**config.mk**
```make
export PLATFORM = sky130hd
export DESIGN_NAME = rf_wport_arb
export DESIGN_NICKNAME = d
export VERILOG_FILES = /design/src/rtl/rf_arb_pkg.sv /design/src/rtl/rf_arb_qual.sv /design/src/rtl/rf_arb_hold.sv /design/src/rtl/rf_wport_arb.sv
export SDC_FILE = /design/constraint.sdc
export NUM_CORES = 1
export LEC_CHECK = 0
export BUFFER_PORTS_ARGS = -buffer_cell sky130_fd_sc_hd__buf_2
export CELL_PAD_IN_SITES_DETAIL_PLACEMENT = 1
export CELL_PAD_IN_SITES_GLOBAL_PLACEMENT = 1
export CORE_AREA = 2 2 134 71
export CTS_CLUSTER_DIAMETER = 200
export DETAILED_ROUTE_END_ITERATION = 6
export DIE_AREA = 0 0 136 73
export GPL_TIMING_DRIVEN = 0
export HOLD_SLACK_MARGIN = 0.15
export PLACE_DENSITY_LB_ADDON = 0.1
export SLEW_MARGIN = 20
export SYNTH_ARGS = -nofsm -noshare
export SYNTH_HDL_FRONTEND = slang
export SYNTH_SLANG_ARGS = --single-unit
```
**constraint.sdc**
```tcl
create_clock -name clk_i -period 3.01 [get_ports clk_i]
set_input_delay 0.602 -clock clk_i [delete_from_list [all_inputs] [get_ports clk_i]]
set_output_delay 0.602 -clock clk_i [all_outputs]
set_load 0.03 [all_outputs]
```
**src/rtl/rf_arb_pkg.sv**
```systemverilog
package rf_arb_pkg;
  typedef enum logic [1:0] {
    SRC_NONE = 2'd0,
    SRC_LOAD = 2'd1,
    SRC_HELD = 2'd2,
    SRC_ALU  = 2'd3
  } wsrc_e;
endpackage

```
**src/rtl/rf_arb_qual.sv**
```systemverilog
module rf_arb_qual #(
  parameter int ADDR_W = 5
) (
  input  logic              vld_i,
  input  logic [ADDR_W-1:0] rd_i,
  output logic              req_o
);
  // register 0 is hardwired: such writes are dropped
  assign req_o = vld_i && (rd_i != '0);
endmodule

```
**src/rtl/rf_arb_hold.sv**
```systemverilog
module rf_arb_hold #(
  parameter int ADDR_W = 5,
  parameter int DATA_W = 32
) (
  input  logic              clk_i,
  input  logic              rst_ni,
  input  logic              cap_i,
  input  logic [ADDR_W-1:0] rd_i,
  input  logic [DATA_W-1:0] data_i,
  output logic              vld_o,
  output logic [ADDR_W-1:0] rd_o,
  output logic [DATA_W-1:0] data_o
);
  always_ff @(posedge clk_i or negedge rst_ni) begin
    if (!rst_ni) begin
      vld_o  <= 1'b0;
      rd_o   <= '0;
      data_o <= '0;
    end else begin
      vld_o <= cap_i;
      if (cap_i) begin
        rd_o   <= rd_i;
        data_o <= data_i;
      end
    end
  end
endmodule

```
**src/rtl/rf_wport_arb.sv**
```systemverilog
module rf_wport_arb
  import rf_arb_pkg::*;
#(
  parameter int ADDR_W    = 5,
  parameter int DATA_W    = 32,
  parameter bit DUAL_PORT = 1'b0
) (
  input  logic              clk_i,
  input  logic              rst_ni,
  input  logic              mem_vld_i,
  input  logic [ADDR_W-1:0] mem_rd_i,
  input  logic [DATA_W-1:0] mem_data_i,
  input  logic              ld_vld_i,
  input  logic [ADDR_W-1:0] ld_rd_i,
  input  logic [DATA_W-1:0] ld_data_i,
  output logic              stall_o,
  output logic              p0_we_o,
  output logic [ADDR_W-1:0] p0_rd_o,
  output logic [DATA_W-1:0] p0_data_o,
  output logic              p1_we_o,
  output logic [ADDR_W-1:0] p1_rd_o,
  output logic [DATA_W-1:0] p1_data_o
);

  logic ld_req, mem_req;

  rf_arb_qual #(.ADDR_W(ADDR_W)) u_ld_qual  (.vld_i(ld_vld_i),  .rd_i(ld_rd_i),  .req_o(ld_req));
  rf_arb_qual #(.ADDR_W(ADDR_W)) u_mem_qual (.vld_i(mem_vld_i), .rd_i(mem_rd_i), .req_o(mem_req));

  generate
    if (!DUAL_PORT) begin : g_single
      logic              held_vld;
      logic [ADDR_W-1:0] held_rd;
      logic [DATA_W-1:0] held_data;
      logic              alu_req, cand_req, clash;
      logic [ADDR_W-1:0] cand_rd;
      logic [DATA_W-1:0] cand_data;
      wsrc_e             sel;

      always_comb begin
        // upstream is frozen while a write is parked: MEM inputs carry no new work
        alu_req   = mem_req && !held_vld;
        cand_req  = held_vld || alu_req;
        cand_rd   = held_vld ? held_rd   : mem_rd_i;
        cand_data = held_vld ? held_data : mem_data_i;
        clash     = ld_req && cand_req;
        if (ld_req)        sel = SRC_LOAD;
        else if (held_vld) sel = SRC_HELD;
        else if (alu_req)  sel = SRC_ALU;
        else               sel = SRC_NONE;
      end

      always_comb begin
        p0_we_o   = 1'b1;
        p0_rd_o   = '0;
        p0_data_o = '0;
        unique case (sel)
          SRC_LOAD: begin p0_rd_o = ld_rd_i;  p0_data_o = ld_data_i;  end
          SRC_HELD: begin p0_rd_o = held_rd;  p0_data_o = held_data;  end
          SRC_ALU:  begin p0_rd_o = mem_rd_i; p0_data_o = mem_data_i; end
          default:  p0_we_o = 1'b0;
        endcase
      end

      rf_arb_hold #(.ADDR_W(ADDR_W), .DATA_W(DATA_W)) u_hold (
        .clk_i  (clk_i),
        .rst_ni (rst_ni),
        .cap_i  (clash),
        .rd_i   (cand_rd),
        .data_i (cand_data),
        .vld_o  (held_vld),
        .rd_o   (held_rd),
        .data_o (held_data)
      );

      assign stall_o   = clash;
      assign p1_we_o   = 1'b0;
      assign p1_rd_o   = '0;
      assign p1_data_o = '0;

      AST_LOAD_FIRST: assert property (@(posedge clk_i) disable iff (!rst_ni)
        (ld_vld_i && ld_rd_i != '0) |-> (p0_we_o && p0_rd_o == ld_rd_i && p0_data_o == ld_data_i));
      AST_CLASH_STALL: assert property (@(posedge clk_i) disable iff (!rst_ni)
        (ld_vld_i && ld_rd_i != '0 && mem_vld_i && mem_rd_i != '0 && !held_vld) |-> stall_o);
      AST_HELD_CAPTURE: assert property (@(posedge clk_i) disable iff (!rst_ni)
        (stall_o && !held_vld) |=> (held_vld && held_rd == $past(mem_rd_i) && held_data == $past(mem_data_i)));
      AST_HELD_ISSUE: assert property (@(posedge clk_i) disable iff (!rst_ni)
        (held_vld && !(ld_vld_i && ld_rd_i != '0)) |-> (p0_we_o && p0_rd_o == held_rd && p0_data_o == held_data && !stall_o));
      AST_HELD_KEPT: assert property (@(posedge clk_i) disable iff (!rst_ni)
        (held_vld && stall_o) |=> (held_vld && $stable(held_rd) && $stable(held_data)));
      AST_STALL_NEEDS_LOAD: assert property (@(posedge clk_i) disable iff (!rst_ni)
        stall_o |-> (ld_vld_i && ld_rd_i != '0));
    end else begin : g_dual
      logic same_rd;

      assign same_rd   = ld_req && mem_req && (ld_rd_i == mem_rd_i);
      // younger ALU value wins a same-register collision
      assign p0_we_o   = ld_req && !same_rd;
      assign p0_rd_o   = ld_rd_i;
      assign p0_data_o = ld_data_i;
      assign p1_we_o   = mem_req;
      assign p1_rd_o   = mem_rd_i;
      assign p1_data_o = mem_data_i;
      assign stall_o   = 1'b0;

      AST_DUAL_BOTH: assert property (@(posedge clk_i) disable iff (!rst_ni)
        (ld_vld_i && ld_rd_i != '0 && mem_vld_i && mem_rd_i != '0 && ld_rd_i != mem_rd_i)
          |-> (p0_we_o && p1_we_o && p0_data_o == ld_data_i && p1_data_o == mem_data_i));
      AST_DUAL_YOUNGER: assert property (@(posedge clk_i) disable iff (!rst_ni)
        (ld_vld_i && mem_vld_i && mem_rd_i != '0 && ld_rd_i == mem_rd_i)
          |-> (!p0_we_o && p1_we_o && p1_data_o == mem_data_i));
      AST_P1_NO_ZERO: assert property (@(posedge clk_i) disable iff (!rst_ni)
        p1_we_o |-> (p1_rd_o != '0));
    end
  endgenerate

  AST_P0_NO_ZERO: assert property (@(posedge clk_i) disable iff (!rst_ni)
    p0_we_o |-> (p0_rd_o != '0));

endmodule

```
==> results.md, run 1 <==
* Status: finished clean
* Sequential fraction of design power at 0.344
* CP max FO at 10
* Fmax at between 300 and 400 MHz
* Clock root cell: clkbuf_16
* Distinct cells, synth at 20
* Synthesized area at between 0.002 and 0.003 sq mm
* Peak VDD IR at approximately 0.00023 V
* Clk buf depth at 2
* Clk_skew at 0.00353 ns
* Die height at approximately 73 um
* Pre-antenna DRT Iters at 4
* Share of layout cells above drive strength 1 at 0.461
* Multi-input logic area at approximately 0.0015 sq mm
* DP Worst Slack at -0.373 ns
* CP startpoint kind: primary input
* Most frequent cells in the layout: 117 x buf_2, 42 x buf_4, 40 x nor2_1, 40 x nand2_1
* Internal at between 1 and 1.5 mW
* Hold crit path type: in -> async
* Synth Warn # at 0
* Unrepaired setup endpoints after global routing: no
* Vias at roughly 2.6k
* Power density over the cells at between 500 and 600 mW/mm^2
* DR WL/cell at ~14 um
* GRT overflow at 0
* Post-CTS Hold Fix Bufs at 0
* Vias in the first global route at 2477
* Nets at approximately 540
* Post-synthesis compound-gate area fraction at 0.0989
* Post-synthesis sequential area ratio at 0.348
* Worst-Margin Slew at roughly 0.86 ns
* Sum Neg Setup Slack at 0 ns
* Gr usage total at 0.169
* Leading cell type in the layout, fill and taps excluded: buf_2
* Crit share post-route at 0.968
* Fraction of registers with async set/reset at 1.00
* Sw frac at 0.326
* CP Class: in -> out
* Fin worst setup slack at 0.0956 ns
* Setup bufs post-CTS at 0
* NetSw at about 0.64 mW
* Starting Density at 0.305
* # IOs at 155
* Simple logic cell fraction of the synthesized area at 0.206
* Mean post-synth cell area at 9.20 sq um
* EDFF count, synth at 0
* Clk_lat worst skew at between 0.2 and 0.3 ns
* Clk slew on worst S/H paths at 0.05 ns
* # H-tree levels at 2
* Mux cell area share after synthesis at 0.194
* Final setup fails at 0
* Routability cong. at 0.774
* CTS tree: built
* Worst setup EP type: output port
* Syn Inst Count at between 200 and 300
* Initial antenna violation count at 1
* Synth Area in XOR/XNOR at 0
* Tmin final at between 2 and 3 ns
* Area grow syn2layout at 39.3%
* FF+latch area at ~950 sq um
* Ant. Diodes at 0
* Largest area contributor in the netlist: dfrtp_1
* Hold_ws at approximately 0.43 ns
* #FFs+latches synth at 38
* Die width at between 100 and 150 um
* Worst EP arrival at roughly 2.3 ns
* Post-DP HPWL at about 6.5 mm
* CORE AREA at 0.00895 sq mm
* Clock share of power at 0.296
* Detailed Route WL at 8.39 mm
* Fin. Hold Viols at 0
* Die footprint at ~0.0099 sq mm
* Relative slew slack at 0.428
* Initial DRC Count at 70
* Row Count at 25
* Tot Pwr at approximately 2.0 mW
* DRC viols at 0
* Clock buffer count from CTS at 5
* Port bufs at between 100 and 150
* Leakage power at ~1.9 nW
* Share of the synthesized area in the top cell type at 0.348
* Maxcap violations at 0
* Pin count of the biggest net entering global routing at 39
* Combinational fraction of design power at 0.360
* Max Slew Vio Count at 0
* Main synth FF type: dfrtp_1
* First-pass GRT wire length at between 10 and 15 mm
* Synth Area in Adders at 0
* Via density at about 4.4
* Post-DRT Antenna Nets at 0
* Area contributors post-synth: dfrtp_1 35%, mux2_4 16%, buf_4 10%
* Worst endpoint required time at ~2.4 ns
* Clock sinks at 38
* Number of fillers in the final layout at 1113
* Largest family of logic cells by synthesized area: simple AND/OR/NAND/NOR gates
-- state kept, by name (all words and copies together) (netlist names) --
| register | cells |
|---|---|
| g_single.u_hold.rd_o | 5 |
| g_single.u_hold.data_o | 32 |
| g_single.u_hold.vld_o | 1 |
-- what timing repair did --
item,in CTS,in global routing
gates resized for setup,10,7
cloned,0,0
endpoints found under the setup margin,37,29
-- area by class of cell --
type,instances,area share
clock buffer,7,0.0349
sequential,38,0.250
tap,121,0.0398
timing repair buffer,116,0.154
clock inverter,1,0.00789
buffer,62,0.115
multi-input combinational,234,0.399
-- synth_stat cells (all sizes together), types with 2 or more instances --
master / count
clkbuf: 12
buf: 50
nand3b: 32
nor2: 40
a22o: 2
mux2: 37
a31oi: 32
a21oi: 6
dfrtp: 38
nand2: 40
o21ai: 3
or4: 2
-- power groups by stage --
stage	Combinational (mW)	Sequential [mW]	Clock, mW
finish	0.706	0.675	0.581
CTS	0.706	0.675	0.598
global placement	0.692	0.677	0
floorplan	0.522	0.665	0
global route	0.762	0.688	0.619
detailed placement	0.699	0.680	0
-- path summary, 6_finish.rpt --
path / startpoint / to / slack [ns] / cells after the start
max in group asynchronous: rst_ni / g_single.u_hold.data_o[18] / 2.03 / 1
min reg2reg: g_single.u_hold.data_o[15] / g_single.u_hold.data_o[15] / 0.51 / 1
min in group clk_i: g_single.u_hold.data_o[15] / g_single.u_hold.data_o[15] / 0.51 / 1
max: mem_rd_i[0] / p0_data_o[18] / 0.1 / 8
max reg2reg: g_single.u_hold.vld_o / g_single.u_hold.vld_o / 1.46 / 4
min: rst_ni / g_single.u_hold.data_o[6] / 0.43 / 1
-- per-stage QoR --
stage,instances,util,area (sq um)
global placement,571,0.403,3600
finish,579,0.425,3800
global route,579,0.425,3800
CTS,579,0.423,3780
detailed placement,571,0.403,3600
floorplan,334,-,2870
-- routing by layer --
metal  part of all wire  global-route usage  wire, um  up-vias
met5             0.0016                   0        13        -
met4             0.0043              0.0278        36        2
met3              0.079              0.0389       662        7
met2               0.40               0.240      3340       99
met1               0.52               0.262      4330     1198
li1                   -                   -         -     1270
-- kinds of logic (layout without fill, tap and decap cells) --
family                 count (synthesis)  in the layout
and+or+nand+nor                      115            115
buffers and inverters                 62            186
AOI/OAI and AO/OA                     44             44
DFF                                   38             38
muxes                                 37             37
other                                  1             38
-- critical path: stages --
cell and delay (ns):
buf_2 0.12, or4_1 0.52, o21a_1 0.19, buf_6 0.13, clkbuf_1 0.26, nand3b_1 0.18, a31oi_1 0.11, buf_4 0.19
No activity file was read; power rests on OpenSTA's default activity.
==> inputs of run 2 (changes only) <==
--- a/config.mk
+++ b/config.mk
@@ -8,10 +8,10 @@
 export BUFFER_PORTS_ARGS = -buffer_cell sky130_fd_sc_hd__buf_2
 export CELL_PAD_IN_SITES_DETAIL_PLACEMENT = 1
 export CELL_PAD_IN_SITES_GLOBAL_PLACEMENT = 1
-export CORE_AREA = 2 2 134 71
+export CORE_AREA = 10 10 142 79
 export CTS_CLUSTER_DIAMETER = 200
 export DETAILED_ROUTE_END_ITERATION = 6
-export DIE_AREA = 0 0 136 73
+export DIE_AREA = 0 0 152 89
 export GPL_TIMING_DRIVEN = 0
 export HOLD_SLACK_MARGIN = 0.15
 export PLACE_DENSITY_LB_ADDON = 0.1
==> run 2 against run 1 <==
  * Power up 1.8%
  * Sequential power up 0.6%
  * Die area rose by 36%
  * Count of clock-buffer cells in the layout is 2 lower
  * Sequential share of layout area is 0.12 points lower
  * Wire length increased by 21%
  * Critical path type unchanged
  * Critical endpoint is now p0_data_o[19]
  * Largest power group unchanged
==> results.md, run 2 (synthesis results as in run 1) <==
* Post-DP HPWL at 8.13 mm (was 6.48 mm)
* Clock sinks at 38 (unchanged)
* Power density over the cells at 523 mW/mm^2 (was 516 mW/mm^2)
* CP Class: in -> out (unchanged)
* Clk_lat worst skew at 0.28 ns (was 0.27 ns)
* Grt met2 use at 0.229 (was 0.240)
* Pin count of the biggest net entering global routing at 39 (unchanged)
* Post-DRT Antenna Nets at 0 (unchanged)
* Maxcap violations at 0 (unchanged)
* Sum Neg Setup Slack at 0 ns (unchanged)
* Worst EP arrival at 2.32 ns (was 2.31 ns)
* Worst setup EP type: output port (unchanged)
* Fmax at 342 MHz (was 343 MHz)
* CTS tree: built (unchanged)
* CP startpoint kind: primary input (unchanged)
* Fin. Hold Viols at 0 (unchanged)
* Top reg by flops: g_single.u_hold.data_o (unchanged)
* Die width at 152 um (was 136 um)
* Die footprint at 0.0135 sq mm (was 0.00993 sq mm)
* Initial antenna violation count at 2 (was 1)
* Tot Pwr at 2.00 mW (was 1.96 mW)
* Nets at 536 (was 535)
* Hold_ws at 0.446 ns (was 0.432 ns)
* Die height at 89 um (was 73 um)
* Leading cell type in the layout, fill and taps excluded: buf_2 (unchanged)
* Max reg flops at 32 (unchanged)
* Clk buf depth at 2 (unchanged)
* Gr usage total at 0.145 (was 0.169)
* Post-CTS Hold Fix Bufs at 0 (unchanged)
* Worst reg2reg path depth at 4 (unchanged)
* Clock buffer count from CTS at 5 (unchanged)
* Row Count at 25 (unchanged)
* Clk_skew at 0.00427 ns (was 0.00353 ns)
* Share of layout cells above drive strength 1 at 0.471 (was 0.461)
* Biggest regs: g_single.u_hold.data_o: 32 flops, g_single.u_hold.rd_o: 5 flops, g_single.u_hold.vld_o: 1 flops (unchanged)
* Vias in the first global route at 2890 (was 2477)
* Clock root cell: clkbuf_16 (unchanged)
* Detailed Route WL at 10.2 mm (was 8.39 mm)
* Hold crit path type: in -> async (unchanged)
* Reg2reg setup slack at 1.49 ns (was 1.46 ns)
* Unrepaired setup endpoints after global routing: no (unchanged)
* # H-tree levels at 2 (unchanged)
* GRT overflow at 0 (unchanged)
* Via density at 4.51 (was 4.45)
* Worst endpoint required time at 2.41 ns (about the same)
* Ant. Diodes at 0 (unchanged)
* First-pass GRT wire length at 15.8 mm (was 13.0 mm)
* Starting Density at 0.305 (unchanged)
* Vias at 2613 (was 2576)
* Peak VDD IR at 0.000235 V (was 0.000232 V)
* Status: finished clean (unchanged)
* Pre-antenna DRT Iters at 5 (was 4)
* Met3 Usage GRT at 0.0562 (was 0.0389)
* Reg2reg end: g_single.u_hold.data_o[5] (was g_single.u_hold.vld_o)
* DRC viols at 0 (unchanged)
* # IOs at 155 (unchanged)
* Port bufs at 116 (unchanged)
* CP dominant cell by count: buf_6
* Leakage power at 1.92 nW (was 1.90 nW)
* CP max stage delay at 0.56 ns (was 0.52 ns)
* Final setup fails at 0 (unchanged)
* Most frequent cells in the layout: 116 x buf_2, 41 x buf_4, 40 x nor2_1, 40 x nand2_1 (was 117 x buf_2, 42 x buf_4, 40 x nor2_1, 40 x nand2_1)
* GRT Max-Usage Layer: met2 (was met1)
* Initial DRC Count at 98 (was 70)
* CORE AREA at 0.00895 sq mm (unchanged)
* Tmin final at 2.92 ns (was 2.91 ns)
* Number of fillers in the final layout at 1123 (was 1113)
* Cell Chain, Critical Path: buf_2 -> or4_1 -> o21ai_4 -> buf_6 -> buf_6 -> nor2_1 -> a31oi_1 -> buf_4 (was buf_2 -> or4_1 -> o21a_1 -> buf_6 -> clkbuf_1 -> nand3b_1 -> a31oi_1 -> buf_4)
* DR WL/cell at 17.6 um (was 14.5 um)
* Slowest-stage cell, CP: or4_1 (unchanged)
* Relative slew slack at 0.389 (was 0.428)
* Routability cong. at 0.784 (was 0.774)
* Crit share post-route at 0.971 (was 0.968)
* CP max FO at 10 (unchanged)
* Clk slew on worst S/H paths at 0.06 ns (was 0.05 ns)
* GR Util met1 at 0.186 (was 0.262)
* Reg2Reg Launch Point: g_single.u_hold.vld_o (unchanged)
* Worst-Margin Slew at 0.917 ns (was 0.858 ns)
* Area grow syn2layout at 39.9% (was 39.3%)
* Final core utilization at 0.427 (was 0.425)
* Max Slew Vio Count at 0 (unchanged)
run 2: through the flow:
| step | setup slack [ns] | instances | area [sq um] |
|---|---|---|---|
| 2_1_floorplan | 0.0514 | 334 | 2870 |
| 3_3_place_gp | -0.329 | 571 | 3600 |
| 3_5_place_dp | -0.418 | 571 | 3600 |
| 4_1_cts | 0.0112 | 579 | 3790 |
| 5_1_grt | 0.00775 | 580 | 3820 |
| 6_report | 0.0863 | 580 | 3820 |
run 2: final cells by class:
type	count	area, sq um	area share
plain buffers	62	443	0.116
clock buffers	5	125	0.0327
clock inverters	3	40.0	0.0105
multi-input cells	234	1520	0.397
flip-flops and latches	38	951	0.249
well taps	121	151	0.0396
repair buffers	117	596	0.156
run 2: worst max path at each step:
stage / cells past startpoint / to / slack [ns] / from
2_1_floorplan: 6 / p0_data_o[11] / 0.05 / ld_rd_i[2]
3_3_place_gp: 8 / p0_data_o[30] / -0.33 / ld_rd_i[1]
3_5_place_dp: 8 / p0_data_o[19] / -0.42 / ld_rd_i[2]
4_1_cts: 8 / p0_data_o[25] / 0.01 / ld_rd_i[2]
5_1_grt: 8 / p0_data_o[25] / 0.008 / ld_rd_i[2]
6_report: 8 / p0_data_o[19] / 0.09 / ld_rd_i[1]
run 2: routing by layer:
layer  vias up  share of wire
met5         -         0.0024
met4         4         0.0099
met3        15          0.070
met2        87           0.44
met1      1239           0.48
li1       1268              -
run 2: where the power goes:
group / internal [mW] / switching, mW / total [mW]
Combinational: 0.317 / 0.401 / 0.718
Clock: 0.388 / 0.213 / 0.601
Sequential: 0.617 / 0.0620 / 0.679
run 2: critical path, delay by kind of cell:
kind | cells | cell delay [ns]
and+or+nand+nor | 2 | 0.62
buffers and inverters | 4 | 0.64
AOI/OAI and AO/OA | 2 | 0.44
run 2: what timing repair did:
item | CTS | global route
gates resized for setup | 10 | 14
pin swaps | 0 | 1
setup buffers | 0 | 1
setup endpoints to repair | 37 | 29
hold endpoints to repair | 0 | 0
==> inputs of run 3 (changes only) <==
--- a/config.mk
+++ b/config.mk
@@ -9,12 +9,12 @@
 export CELL_PAD_IN_SITES_DETAIL_PLACEMENT = 1
 export CELL_PAD_IN_SITES_GLOBAL_PLACEMENT = 1
 export CORE_AREA = 10 10 142 79
-export CTS_CLUSTER_DIAMETER = 200
 export DETAILED_ROUTE_END_ITERATION = 6
 export DIE_AREA = 0 0 152 89
 export GPL_TIMING_DRIVEN = 0
 export HOLD_SLACK_MARGIN = 0.15
 export PLACE_DENSITY_LB_ADDON = 0.1
+export REMOVE_ABC_BUFFERS = 1
 export SLEW_MARGIN = 20
 export SYNTH_ARGS = -nofsm -noshare
 export SYNTH_HDL_FRONTEND = slang
==> run 3 against run 2 <==
  * Largest cell class unchanged
  * Critical path depth stayed put
  * Final area is 7.8% lower
  * Clock skew is 0.0027 ns lower
  * Wire length is 12% lower
  * Count of clock-buffer cells in the layout is 2 higher
  * Worst hold slack worse by 0.00060 ns
  * Setup slack better by 0.054 ns
  * Via count is 9.0% lower
  * Highest routed layer unchanged
  * Sequential power is 2% higher
  * Global-route usage is 1.8 points lower
  * Core utilization is 3.3 points lower
  * Critical path type unchanged
==> results.md, run 3 (synthesis results as in run 1) <==
* Initial DRC Count at 79 (was 98)
* Clock sinks at 38 (unchanged)
* Clk_lat worst skew at 0.28 ns (about the same)
* Gr usage total at 0.128 (was 0.145)
* Worst setup EP type: output port (unchanged)
* DR WL/cell at 16.9 um (was 17.6 um)
* DRC viols at 0 (unchanged)
* Clock buffer count from CTS at 5 (unchanged)
* Final setup fails at 0 (unchanged)
* CP startpoint: ld_rd_i[2] (was ld_rd_i[1])
* Row Count at 25 (unchanged)
* Power density over the cells at 530 mW/mm^2 (was 523 mW/mm^2)
* Die height at 89 um (unchanged)
* Hold crit path type: in -> async (unchanged)
* Biggest regs: g_single.u_hold.data_o: 32 flops, g_single.u_hold.rd_o: 5 flops, g_single.u_hold.vld_o: 1 flops (unchanged)
* Fmax at 348 MHz (was 342 MHz)
* Worst endpoint required time at 2.41 ns (about the same)
* Sequential fraction of design power at 0.371 (was 0.340)
* Status: finished clean (unchanged)
* CP startpoint kind: primary input (unchanged)
* Sum Neg Setup Slack at 0 ns (unchanged)
* # H-tree levels at 2 (unchanged)
* Post-DRT Antenna Nets at 0 (unchanged)
* Vias in the first global route at 2642 (was 2890)
* Crit share post-route at 0.953 (was 0.971)
* Reg2Reg Launch Point: g_single.u_hold.vld_o (unchanged)
* CORE AREA at 0.00895 sq mm (unchanged)
* Sw frac at 0.341 (was 0.339)
* Unrepaired setup endpoints after global routing: no (unchanged)
* Leakage power at 1.70 nW (was 1.92 nW)
* Pin count of the biggest net entering global routing at 77 (was 39)
* Clock share of power at 0.280 (was 0.301)
* Ant. Diodes at 0 (unchanged)
* Fin worst setup slack at 0.140 ns (was 0.0863 ns)
* Maxcap violations at 0 (unchanged)
* Via density at 4.49 (was 4.51)
* NetSw at 0.636 mW (was 0.676 mW)
* Max reg flops at 32 (unchanged)
* Clock root cell: clkbuf_16 (unchanged)
* Reg2reg end: g_single.u_hold.data_o[15] (was g_single.u_hold.data_o[5])
* Hold_ws at 0.445 ns (was 0.446 ns)
* DP Worst Slack at -0.150 ns (was -0.418 ns)
* # IOs at 155 (unchanged)
* Final core utilization at 0.394 (was 0.427)
* Worst-Margin Slew at 0.879 ns (was 0.917 ns)
* Worst reg2reg path depth at 4 (unchanged)
* Fin. Hold Viols at 0 (unchanged)
* Crit path to: p0_data_o[28] (was p0_data_o[19])
* Vias at 2377 (was 2613)
* Port bufs at 116 (unchanged)
* CP Class: in -> out (unchanged)
* Most frequent cells in the layout: 116 x buf_2, 40 x nor2_1, 40 x nand2_1 (was 116 x buf_2, 41 x buf_4, 40 x nor2_1, 40 x nand2_1)
* CTS tree: built (unchanged)
* First-pass GRT wire length at 14.2 mm (was 15.8 mm)
* Clk_skew at 0.00158 ns (was 0.00427 ns)
* Routability cong. at 0.708 (was 0.784)
* GRT overflow at 0 (unchanged)
* Die footprint at 0.0135 sq mm (unchanged)
* Pre-antenna DRT Iters at 4 (was 5)
* Clk slew on worst S/H paths at 0.05 ns (was 0.06 ns)
* Clk buf depth at 2 (unchanged)
* Internal at 1.23 mW (was 1.32 mW)
* Peak VDD IR at 0.000276 V (was 0.000235 V)
* Top reg by flops: g_single.u_hold.data_o (unchanged)
* Combinational fraction of design power at 0.348 (was 0.359)
* Post-CTS Hold Fix Bufs at 0 (unchanged)
* Area grow syn2layout at 29.0% (was 39.9%)
* Nets at 485 (was 536)
* Detailed Route WL at 8.95 mm (was 10.2 mm)
* Reg2reg setup slack at 0.88 ns (was 1.49 ns)
* Share of layout cells above drive strength 1 at 0.431 (was 0.471)
* Starting Density at 0.305 (unchanged)
* Relative slew slack at 0.414 (was 0.389)
* Initial antenna violation count at 1 (was 2)
* Leading cell type in the layout, fill and taps excluded: buf_2 (unchanged)
* Worst EP arrival at 2.27 ns (was 2.32 ns)
* Max Slew Vio Count at 0 (unchanged)
* CP max FO at 31 (was 10)
* Post-DP HPWL at 6.81 mm (was 8.13 mm)
* Tmin final at 2.87 ns (was 2.92 ns)
* Die width at 152 um (unchanged)
==> run 3: cell types whose count changed in the layout (fill, tap and decap cells not counted), sizes merged <==
cell / before / now
clkinv: 2 / 1
bufinv: 1 / 0
buf: 164 / 128
clkbuf: 20 / 7
==> run 3: metal layers <==
layer	wire, um	global-route usage	share of wire
met1	4350	0.169	0.49
met2	3830	0.194	0.43
met3	721	0.0562	0.081
met5	13	0	0.0015
met4	32	0.0156	0.0036
==> run 3: per-stage QoR <==
stage	total power, mW	cells	instance area, sq um
floorplan	1.15	272	2460
global placement	1.34	509	3190
detailed placement	1.35	518	3340
CTS	1.90	529	3520
global route	1.99	529	3520
finish	1.87	529	3520
==> run 3: layout make-up <==
type	instances	area, sq um
Clock inverter	1	5.00
Tap cell	121	151
Clock buffer	7	143
Multi-Input combinational cell	234	1520
Timing Repair Buffer	128	747
Sequential cell	38	955
Fill cell	1096	5420
==> run 3: worst max-delay path: stages <==
cell,delay (ns)
buf_2,0.11
or4_1,0.57
o21ai_4,0.19
buf_12,0.15
buf_16,0.17
nor2_1,0.05
a31oi_1,0.18
buf_2,0.24
==> run 3: worst min-delay path by stage <==
stage                     slack (ns)                        from  cells after the start                         end
final                           0.45                      rst_ni                      1   g_single.u_hold.data_o[2]
after global routing            0.52                      rst_ni                      1   g_single.u_hold.data_o[5]
after CTS                       0.48                      rst_ni                      1   g_single.u_hold.data_o[5]
after detailed placement        0.49  g_single.u_hold.data_o[26]                      1  g_single.u_hold.data_o[26]
after global placement          0.49  g_single.u_hold.data_o[14]                      1  g_single.u_hold.data_o[14]
after floorplan                 0.31                      rst_ni                      0   g_single.u_hold.data_o[0]
==> run 3: what timing repair did <==
item | 4_1_cts | 5_1_grt
setup endpoints to repair | 29 | 0
setup buffers | 3 | 0
resized for setup | 0 | 0
==> run 3: power groups by stage <==
stage	clock, mW	sequential (mW)	combinational [mW]
final	0.524	0.693	0.651
after global routing	0.574	0.712	0.707
after CTS	0.549	0.694	0.657
after detailed placement	0	0.701	0.647
after global placement	0	0.696	0.648
after floorplan	0	0.676	0.472
